--- src/rtl/tlb_match_pkg.sv ---
package tlb_match_pkg;

  localparam int LG_W     = 5;
  localparam int SLOTS    = 16;
  localparam int LIST_W   = SLOTS * LG_W;

  typedef enum logic [1:0] {
    RES_MISS  = 2'd0,
    RES_HIT   = 2'd1,
    RES_MULTI = 2'd2
  } res_e;

  // log2 page size held in slot s of a packed size list (0 = unsupported)
  function automatic logic [LG_W-1:0] slot_lg(input logic [LIST_W-1:0] list,
                                              input logic [3:0] s);
    return list[s*LG_W +: LG_W];
  endfunction

  // ones in the bits below the page offset boundary
  function automatic logic [63:0] low_mask(input logic [LG_W-1:0] lg);
    return (64'd1 << lg) - 64'd1;
  endfunction

endpackage

--- src/rtl/tlb_way.sv ---
module tlb_way
  import tlb_match_pkg::*;
#(
  parameter int VA_W   = 32,
  parameter int PA_W   = 32,
  parameter int ASID_W = 8,
  parameter int CA_W   = 4,
  parameter int IDX_W  = 2
) (
  input  logic              clk,
  input  logic              rst_n,
  input  logic [LG_W-1:0]   page_lg,
  input  logic              size_ok,
  input  logic              wr_en,
  input  logic [VA_W-1:0]   wr_va,
  input  logic [PA_W-1:0]   wr_pa,
  input  logic [ASID_W-1:0] wr_asid,
  input  logic [CA_W-1:0]   wr_ca,
  input  logic              inv_en,
  input  logic [VA_W-1:0]   inv_va,
  input  logic [VA_W-1:0]   lk_va,
  input  logic [ASID_W-1:0] lk_asid,
  output logic              match,
  output logic [PA_W-1:0]   ent_pa,
  output logic [CA_W-1:0]   ent_ca
);

  localparam int ENT = 1 << IDX_W;

  function automatic logic [IDX_W-1:0] idx_of(input logic [VA_W-1:0] va,
                                              input logic [LG_W-1:0] lg);
    return IDX_W'(va >> lg);
  endfunction

  logic [ENT-1:0]    vld_q;
  logic [VA_W-1:0]   vpn_q  [ENT];
  logic [PA_W-1:0]   ppn_q  [ENT];
  logic [ASID_W-1:0] asid_q [ENT];
  logic [CA_W-1:0]   ca_q   [ENT];

  logic [VA_W-1:0]  va_mask;
  logic [PA_W-1:0]  pa_mask;
  logic [IDX_W-1:0] lk_idx, wr_idx, inv_idx;

  assign va_mask = VA_W'(low_mask(page_lg));
  assign pa_mask = PA_W'(low_mask(page_lg));
  assign lk_idx  = idx_of(lk_va,  page_lg);
  assign wr_idx  = idx_of(wr_va,  page_lg);
  assign inv_idx = idx_of(inv_va, page_lg);

  always_ff @(posedge clk or negedge rst_n) begin
    if (!rst_n) begin
      vld_q <= '0;
    end else begin
      if (inv_en) vld_q[inv_idx] <= 1'b0;
      if (wr_en)  vld_q[wr_idx]  <= 1'b1;
    end
  end

  always_ff @(posedge clk) begin
    if (wr_en) begin
      vpn_q[wr_idx]  <= wr_va & ~va_mask;
      ppn_q[wr_idx]  <= wr_pa & ~pa_mask;
      asid_q[wr_idx] <= wr_asid;
      ca_q[wr_idx]   <= wr_ca;
    end
  end

  assign match = size_ok && vld_q[lk_idx] && (lk_asid != '0) &&
                 (asid_q[lk_idx] == lk_asid) &&
                 (((vpn_q[lk_idx] ^ lk_va) & ~va_mask) == '0);

  assign ent_pa = (ppn_q[lk_idx] & ~pa_mask) | (PA_W'(lk_va) & pa_mask);
  assign ent_ca = ca_q[lk_idx];

endmodule

--- src/rtl/tlb_resolve.sv ---
module tlb_resolve
  import tlb_match_pkg::*;
#(
  parameter int NUM_WAYS = 4,
  parameter int PA_W     = 32,
  parameter int CA_W     = 4
) (
  input  logic [NUM_WAYS-1:0]      hits,
  input  logic [NUM_WAYS*PA_W-1:0] pa_vec,
  input  logic [NUM_WAYS*CA_W-1:0] ca_vec,
  output res_e                     kind,
  output logic [PA_W-1:0]          pa,
  output logic [CA_W-1:0]          ca
);

  logic [PA_W-1:0] pa_or;
  logic [CA_W-1:0] ca_or;

  always_comb begin
    pa_or = '0;
    ca_or = '0;
    for (int w = 0; w < NUM_WAYS; w++) begin
      if (hits[w]) begin
        pa_or = pa_or | pa_vec[w*PA_W +: PA_W];
        ca_or = ca_or | ca_vec[w*CA_W +: CA_W];
      end
    end
  end

  always_comb begin
    if (hits == '0)                 kind = RES_MISS;
    else if ($countones(hits) == 1) kind = RES_HIT;
    else                            kind = RES_MULTI;
  end

  assign pa = (kind == RES_HIT) ? pa_or : '0;
  assign ca = (kind == RES_HIT) ? ca_or : '0;

endmodule

--- src/rtl/tlb_matcher.sv ---
module tlb_matcher
  import tlb_match_pkg::*;
#(
  parameter int NUM_WAYS     = 4,
  parameter int ENTRIES_LOG2 = 2,
  parameter int VA_W         = 32,
  parameter int PA_W         = 32,
  parameter int ASID_W       = 8,
  parameter int CA_W         = 4,
  parameter logic [LIST_W-1:0] SIZE_LIST = {55'd0, 5'd20, 5'd0, 5'd16, 5'd14, 5'd12},
  localparam int WAY_W    = (NUM_WAYS > 1) ? $clog2(NUM_WAYS) : 1,
  localparam int CFG_WAYS = (NUM_WAYS < 8) ? NUM_WAYS : 8,
  localparam int CFG_W    = 4 * CFG_WAYS
) (
  input  logic                clk,
  input  logic                rst_n,
  input  logic                cfg_we,
  input  logic [CFG_W-1:0]    cfg_wdata,
  output logic                cfg_err,
  input  logic                wr_en,
  input  logic [WAY_W-1:0]    wr_way,
  input  logic [VA_W-1:0]     wr_va,
  input  logic [PA_W-1:0]     wr_pa,
  input  logic [ASID_W-1:0]   wr_asid,
  input  logic [CA_W-1:0]     wr_ca,
  input  logic                inv_en,
  input  logic [WAY_W-1:0]    inv_way,
  input  logic [VA_W-1:0]     inv_va,
  input  logic                req_valid,
  input  logic [VA_W-1:0]     req_va,
  input  logic [ASID_W-1:0]   req_asid,
  output logic                rsp_valid,
  output logic                rsp_hit,
  output logic                rsp_miss,
  output logic                rsp_multihit,
  output logic [NUM_WAYS-1:0] rsp_way_hits,
  output logic [PA_W-1:0]     rsp_pa,
  output logic [CA_W-1:0]     rsp_ca
);

  logic [CFG_W-1:0]  cfg_q;
  logic              req_vld_q;
  logic [VA_W-1:0]   req_va_q;
  logic [ASID_W-1:0] req_asid_q;

  always_ff @(posedge clk or negedge rst_n) begin
    if (!rst_n) begin
      cfg_q      <= '0;
      req_vld_q  <= 1'b0;
      req_va_q   <= '0;
      req_asid_q <= '0;
    end else begin
      if (cfg_we) cfg_q <= cfg_wdata;
      req_vld_q <= req_valid;
      if (req_valid) begin
        req_va_q   <= req_va;
        req_asid_q <= req_asid;
      end
    end
  end

  // named per-way events for the checker
  logic [NUM_WAYS-1:0]      way_match;
  logic [NUM_WAYS-1:0]      bad_ways;
  logic [NUM_WAYS*PA_W-1:0] pa_vec;
  logic [NUM_WAYS*CA_W-1:0] ca_vec;

  for (genvar w = 0; w < NUM_WAYS; w++) begin : g_way
    logic [3:0]      slot;
    logic [LG_W-1:0] lg;
    if (w < 8) begin : g_cfg
      assign slot = cfg_q[4*w +: 4];
    end else begin : g_fixed
      assign slot = 4'd0;
    end
    assign lg          = slot_lg(SIZE_LIST, slot);
    assign bad_ways[w] = (lg == '0);

    tlb_way #(
      .VA_W(VA_W), .PA_W(PA_W), .ASID_W(ASID_W), .CA_W(CA_W), .IDX_W(ENTRIES_LOG2)
    ) u_way (
      .clk     (clk),
      .rst_n   (rst_n),
      .page_lg (lg),
      .size_ok (!bad_ways[w]),
      .wr_en   (wr_en  && (wr_way  == WAY_W'(w))),
      .wr_va   (wr_va),
      .wr_pa   (wr_pa),
      .wr_asid (wr_asid),
      .wr_ca   (wr_ca),
      .inv_en  (inv_en && (inv_way == WAY_W'(w))),
      .inv_va  (inv_va),
      .lk_va   (req_va_q),
      .lk_asid (req_asid_q),
      .match   (way_match[w]),
      .ent_pa  (pa_vec[w*PA_W +: PA_W]),
      .ent_ca  (ca_vec[w*CA_W +: CA_W])
    );
  end

  res_e            kind;
  logic [PA_W-1:0] res_pa;
  logic [CA_W-1:0] res_ca;

  tlb_resolve #(.NUM_WAYS(NUM_WAYS), .PA_W(PA_W), .CA_W(CA_W)) u_resolve (
    .hits   (way_match),
    .pa_vec (pa_vec),
    .ca_vec (ca_vec),
    .kind   (kind),
    .pa     (res_pa),
    .ca     (res_ca)
  );

  assign cfg_err      = |bad_ways;
  assign rsp_valid    = req_vld_q;
  assign rsp_hit      = req_vld_q && (kind == RES_HIT);
  assign rsp_miss     = req_vld_q && (kind == RES_MISS);
  assign rsp_multihit = req_vld_q && (kind == RES_MULTI);
  assign rsp_way_hits = req_vld_q ? way_match : '0;
  assign rsp_pa       = req_vld_q ? res_pa : '0;
  assign rsp_ca       = req_vld_q ? res_ca : '0;

endmodule

--- config.mk ---
export PLATFORM = sky130hd
export DESIGN_NAME = tlb_matcher
export DESIGN_NICKNAME = d
export VERILOG_FILES = /design/src/rtl/tlb_match_pkg.sv /design/src/rtl/tlb_way.sv /design/src/rtl/tlb_resolve.sv /design/src/rtl/tlb_matcher.sv
export SDC_FILE = /design/constraint.sdc
export NUM_CORES = 2
export LEC_CHECK = 0
export BUFFER_PORTS_ARGS = -buffer_cell sky130_fd_sc_hd__buf_2
export CAP_MARGIN = 15
export CORE_ASPECT_RATIO = 1.4
export CORE_MARGIN = 5
export CORE_UTILIZATION = 40
export CTS_CLUSTER_DIAMETER = 40
export DETAILED_ROUTE_END_ITERATION = 8
export GPL_TIMING_DRIVEN = 0
export PLACE_DENSITY = 0.66
export SYNTH_ARGS = -nofsm -noshare
export SYNTH_HDL_FRONTEND = slang
export SYNTH_SLANG_ARGS = --single-unit
--- constraint.sdc ---
create_clock -name clk -period 19 [get_ports clk]
set_input_delay 3.8 -clock clk [delete_from_list [all_inputs] [get_ports clk]]
set_output_delay 3.8 -clock clk [all_outputs]
set_load 0.03 [all_outputs]
After elaboration in Yosys (flattened, before gate mapping). Memories as Yosys holds them, arrays and structs flattened. Cells that the tools add are included.

RAM bits: 1216. Register bits after elaboration: 73. Word-level logic and storage cells: 246. Output and inout port bits: 45. Bits of input ports: 174. Memories kept: 16.

Order comparisons: 20. Reductions and logical operators: 53. Mux-type cells: 55. $mul: 4. Add/sub/neg operators: 7. Eq/ne operators: 13. Shift-type cells: 20. Bitwise logic cells: 50.

Memories: g_way[0].u_way.ppn_q (depth 4, width 32, read ports 1, clocked after memory_dff 0, wr ports 1, line tlb_way.sv:37) `logic [PA_W-1:0] ppn_q [ENT];`; g_way[0].u_way.vpn_q (depth 4, width 32, read ports 1, clocked after memory_dff 0, wr ports 1, line tlb_way.sv:36) `logic [VA_W-1:0] vpn_q [ENT];`; g_way[1].u_way.ppn_q (depth 4, width 32, read ports 1, clocked after memory_dff 0, wr ports 1, line tlb_way.sv:37); g_way[1].u_way.vpn_q (depth 4, width 32, read ports 1, clocked after memory_dff 0, wr ports 1, line tlb_way.sv:36); g_way[2].u_way.ppn_q (depth 4, width 32, read ports 1, clocked after memory_dff 0, wr ports 1, line tlb_way.sv:37); g_way[2].u_way.vpn_q (depth 4, width 32, read ports 1, clocked after memory_dff 0, wr ports 1, line tlb_way.sv:36); +10 memories.

Operator list (count): 32-bit bitwise AND (20); 32-bit by 5-bit >> shifter with 2-bit output (12); 80-bit by 8-bit indexed part select with 5-bit output (first input constant) (4); 32-bit OR (7); 32-bit two-way mux (6); 32-bit zero test (4); 32-bit inverter (4); 1-bit by 5-bit << shifter with 32-bit output (first input constant) (4); 32-bit by 1-bit subtractor with 32-bit output (second input constant) (4); 32-bit bitwise XOR (4); 4-bit two-way mux (15); 2-bit by 3-bit less-than comparator with 1-bit output (second input constant) (12); 1-bit logical AND (35); 32-bit adder (1); 32-bit by 2-bit == test with 1-bit output (second input constant) (1); 8-bit == test (4); 4-bit by 3-bit multiplier with 7-bit output (second input constant) (4); 4-bit OR (7); 5-bit zero test (4); 1-bit two-way mux (20); 4-bit bitwise AND (4); 1-bit demux with 2-bit select (8); 2-bit by 1-bit greater-or-equal comparator with 1-bit output (second input constant) (8); 4-bit inverter (4); 10 further kinds (26).

Logic depth before layout (Yosys ltp).
Word-level depth: 18. Gate-level depth with buffers: 30. Depth with buffers taken out: 24.

Cells and area by module. Synthesis repeated with hierarchy kept, for this count alone.

Cells, all modules: 5401. Area, all modules: 66497.5 um2.

By module, submodules not included: tlb_way (g_way[1].u_way ...) (times used 3, area each 15692.6 um2, cells an instance 1270, seq. area each 9228.9 um2); tlb_way (g_way[0].u_way) (times used 1, area each 15612.5 um2, cells an instance 1239, seq. area each 9228.9 um2); tlb_matcher (times used 1, area each 2647.5 um2, cells an instance 207, seq. area each 1426.4 um2); tlb_resolve (times used 1, area each 1159.9 um2, cells an instance 145, seq. area each 0.0 um2).

Worst setup path before layout. OpenSTA, ideal clock, no wires.

Kind: input port to flip-flop. Start point: in wr_va[1]. End point: mem g_way[2].u_way.asid_q[1][0], enable pin. Data required time: 18.278 ns. Setup time: 0.722 ns. Slack: 6.040 ns. Cell stages on the path: 5. Arrival: 12.238 ns. Buffers on the path: 0. Path through: and2_1 > a211oi_1 > a31oi_1 > a21oi_1 > nor4b_1.

Word-level cells in the longest chain between the ends: 1.

Ends and longest elaborated chain: start, declared (line tlb_matcher.sv:22) `input logic [VA_W-1:0] wr_va,`; 32-bit by 5-bit >> shifter with 2-bit output (line tlb_way.sv:32) `return IDX_W'(va >> lg);`; end, declared (line tlb_way.sv:38) `logic [ASID_W-1:0] asid_q [ENT];`.

Every way passes these cells.

Worst setup path after layout.
Start point: reg cfg_q[2]. End point: out rsp_pa[4].

Word-level cells in the longest chain between the ends: 18. Elaborated cells between the ends (all ways): 40. Classes of those cells: 3 x add/sub; 1 x mul; 3 x eq/ne; 3 x shift; 10 x mux; 9 x bitwise; 8 x reduce/logical; 3 x memory.

Ends and longest elaborated chain: start, declared (line tlb_matcher.sv:41) `logic [CFG_W-1:0] cfg_q;`; start signal, assigned (line tlb_matcher.sv:53) `if (cfg_we) cfg_q <= cfg_wdata;`; 4-bit by 3-bit multiplier with 7-bit output * (line tlb_match_pkg.sv:16) `return list[s*LG_W +: LG_W];`; 80-bit by 8-bit indexed part select with 5-bit output * (line tlb_match_pkg.sv:16); branches (longest 14 deep; another with 32-bit by 1-bit subtractor with 32-bit output); 32-bit two-way mux * (line tlb_resolve.sv:36) `assign pa = (kind == RES_HIT) ? pa_or : '0;`; 32-bit two-way mux * (line tlb_matcher.sv:120) `assign rsp_pa = req_vld_q ? res_pa : '0;`; end, declared (line tlb_matcher.sv:37) `output logic [PA_W-1:0] rsp_pa,`.

Every way passes the cells marked *. The select of a mux whose other input is x is not followed.

==> impl_metrics.tcl <==
set metrics [dict create \
    dp_hpwl_um 163000 \
    yosysTopAreaCell "edfxtp_1" \
    antenna_found_initial 48 \
    cp_slowest_cell "clkbuf_1" \
    routabilityCongestion 0.996 \
    wl_um 227000 \
    worst_clock_skew_ns 0.0421 \
    port_buffers 190 \
    ir_drop_v 0.0000954 \
    pin_count 219 \
    syn_avg_cell_area_um2 12.9 \
    synth-seq-cells 1277 \
    hold_slack_ns 0.489 \
    finalPower_mw 7.72 \
    worstSetupStartpointType "flop" \
    slowest_delay_ns 0.84 \
    synth_edf_count 1204 \
    maxCapViolCount 0 \
    drc_errors 0 \
    rsz0062_at_grt "false" \
    drt-initial-drc-count 6253 \
    run_status "finished clean" \
    ctsResizeCount 0 \
    cts_tree "yes" \
    clockBufferDepth 3 \
    fp.coreArea_mm2 0.144 \
    hold_class "flop to flop" \
    power.share.clock_pct 37.3 \
    yosys_warnings 0 \
    p_seq_share_pct 42.0 \
    ys_types 100 \
    cts_root_buf "clkbuf_16" \
    p_sw_share_pct 30.9 \
    synth_flop_cell "edfxtp_1" \
    hold_viol_final 0 \
    grt_usage_pct 28.6 \
    dr.pass1.iters 8 \
    layout-drive-gt1-share_pct 15.5 \
    cp_max_fo 10 \
    post-route-period-util_pct 84.2 \
    overflow 0 \
    drv_slew 0 \
    worstPathRequired_ns 15.20 \
    postCtsSetupBuffers 0 \
    endpoint_kind "primary output" \
    grt_max_degree 43 \
    row_count 165 \
    ctsHtreeMaxLevel 4 \
    grt_pass1_wl_um 307000 \
    area_delta_synth_final_pct 17.0 \
    ys_seq_area_share_pct 65.4 \
    ys_top_cells_by_area "edfxtp_1, nand2_1, mux2i_1" \
    min_period_ns 15.99 \
    start_util_pct 40.2 \
    setup_viol_count_final 0 \
    die_h_um 461 \
    grt_pass1_vias 40642 \
    worstSetupPathType "flop to primary output" \
    p_comb_share_pct 20.6 \
    yosysTopAreaCellShare_pct 62.3 \
    arrival_ns 12.19 \
    hold_buffers 0 \
    setup_tns_ns 0 \
    synth_area_mm2 0.0580 \
    clk_pin_slew_ns 0.07 \
    clock-sinks 1277 \
    postSynth.asyncResetShare_pct 5.72 \
    p_leak_nw 24.2 \
    clk_latency_ns 0.80 \
    max_freq_ghz 0.0625 \
    p_per_area_mw_per_mm2 114 \
    tightest_slew_ns 1.38 \
    net-switching-power_mw 2.38 \
    cts_made_buffers 147 \
    detail-route-antenna-nets 0 \
    slew_headroom_pct 8.26 \
    p_int_mw 5.34 \
    die_area_mm2 0.153 \
    die_w_um 332 \
    vias 43017 \
    wl_per_cell_um 32.5 \
    fin_nets 5103 \
    synthesis.instances 4488 \
    vias_per_cell 6.15 \
    cpMostUsedCell "clkbuf_1" \
]
-- stage by stage --
step	util [%]	worst slack, ns	cells	area (um^2)
6_report	47.0	3.01	6995	67900
5_1_grt	47.0	3.04	6971	67800
4_1_cts	47.0	3.44	6959	67800
3_5_place_dp	43.5	4.32	6690	62800
3_3_place_gp	42.6	-2.52	6601	61400
2_1_floorplan	-	6.04	4491	58100
-- per-layer routing --
layer,global-route usage (%),up-vias,wire [um]
li1,-,17674,-
met1,34.1,21243,76300
met2,43.2,3240,99100
met3,8.56,824,29300
met4,23.1,36,22300
met5,0,-,307
-- layout by cell type, fill, tap and decap left out, drive strengths merged, types with 10 or more instances in the layout --
cell type,synthesis,routed
a31oi,43,43
edfxtp,1204,1204
bufinv,0,12
xnor2,135,135
nand4,17,17
a22oi,35,35
and3,109,109
nand2b,28,28
buf,150,429
xor2,59,59
and2,131,131
nor2b,107,107
mux2,52,52
mux4,31,31
diode,0,36
mux2i,237,237
a32oi,14,14
nand2,755,755
clkinv,3,61
inv,40,66
o2111ai,10,10
nor3b,32,32
o21ai,107,107
nor3,79,79
nor4,43,43
o21a,10,10
clkbuf,218,382
a2111o,38,38
a21oi,150,150
a21o,14,14
dfrtp,73,73
a221oi,22,22
nand3,180,180
o22ai,10,10
a2111oi,37,37
nor2,95,95
o211ai,15,15
a211oi,27,27
a311oi,55,55
-- cells by family after synthesis --
kind of cell | count (synthesis) | share of synthesized area, %
xor gates and xnor gates | 194 | 2.93
other | 1 | 0.00646
muxes | 320 | 6.30
buffers and inverters | 411 | 3.19
DFF | 1277 | 65.4
AOI/OAI and AO/OA | 664 | 8.45
and+or+nand+nor | 1611 | 13.5
adders and majority gates | 10 | 0.229
-- path summary, 6_finish.rpt --
kind / start / endpoint / slack [ns] / cells after the start
min: g_way[3].u_way.vld_q[0]$_DFF_PN0_ / g_way[3].u_way.vld_q[0]$_DFF_PN0_ / 0.49 / 1
max in group asynchronous: rst_n / req_va_q[31]$_DFFE_PN0P_ / 15.38 / 2
min reg2reg: g_way[3].u_way.vld_q[0]$_DFF_PN0_ / g_way[3].u_way.vld_q[0]$_DFF_PN0_ / 0.49 / 1
max reg2reg: cfg_q[2]$_DFFE_PN0P_ / g_way[0].u_way.ppn_q[0][31]$_DFFE_PP_ / 12.96 / 12
min in group asynchronous: rst_n / req_va_q[27]$_DFFE_PN0P_ / 2.95 / 1
max: cfg_q[2]$_DFFE_PN0P_ / rsp_pa[4] / 3.01 / 30
-- critical path, delay by kind of cell, from the launching register on --
kind	cells	cell delay, ns
flops	1	0.46
buf+inv	10	4.65
compound gates	7	2.59
fa+ha+maj	4	1.35
simple gates	9	2.28
-- state kept, by name (all words and copies together) (netlist names) --
register and count:
req_asid_q 8, g_way.u_way.asid_q 128, g_way.u_way.ppn_q 512, rsp_valid 1, g_way.u_way.vpn_q 500, g_way.u_way.vld_q 16, req_va_q 32, g_way.u_way.ca_q 64
cfg_q 16
-- cell type report --
cell class	count	area (um^2)
multi-input cells	2803	18300
fillers	12696	76400
clock buffers	164	3830
inverters	43	164
plain buffers	368	1710
well taps	1920	2400
diodes	36	90.1
repair buffers	279	2260
clock inverters	105	1130
flip-flops and latches	1277	38000
-- synthesized netlist by cell type (10+ instances only) --
| cell type | number |
|---|---|
| clkbuf_1 | 218 |
| mux2_2 | 52 |
| nor3_1 | 76 |
| nor2b_1 | 107 |
| a311oi_1 | 55 |
| nor2_1 | 94 |
| o2111ai_1 | 10 |
| o22ai_1 | 10 |
| o211ai_1 | 15 |
| buf_4 | 24 |
| a21oi_1 | 150 |
| a21o_1 | 14 |
| buf_2 | 73 |
| nand3_1 | 180 |
| nand2b_1 | 27 |
| a22oi_1 | 35 |
| o21a_1 | 10 |
| edfxtp_1 | 1204 |
| a2111oi_0 | 25 |
| nor4_1 | 42 |
| a32oi_1 | 14 |
| a221oi_1 | 21 |
| xnor2_1 | 135 |
| and3_1 | 109 |
| inv_1 | 39 |
| mux2i_1 | 237 |
| nand4_1 | 16 |
| and2_1 | 131 |
| a211oi_1 | 25 |
| dfrtp_1 | 73 |
| o21ai_0 | 102 |
| buf_1 | 37 |
| mux4_2 | 31 |
| nor3b_1 | 32 |
| nand2_1 | 753 |
| a31oi_1 | 43 |
| buf_6 | 15 |
| a2111o_1 | 38 |
| xor2_1 | 59 |
-- power by group through the flow --
stage	clock (mW)	combinational, mW	sequential [mW]
detailed placement	0	1.54	3.30
finish	2.88	1.59	3.24
CTS	2.88	1.54	3.24
global placement	0	1.49	3.32
global route	3.01	1.64	3.25
floorplan	0	0.905	3.29
(Power assumes the default switching activity.)
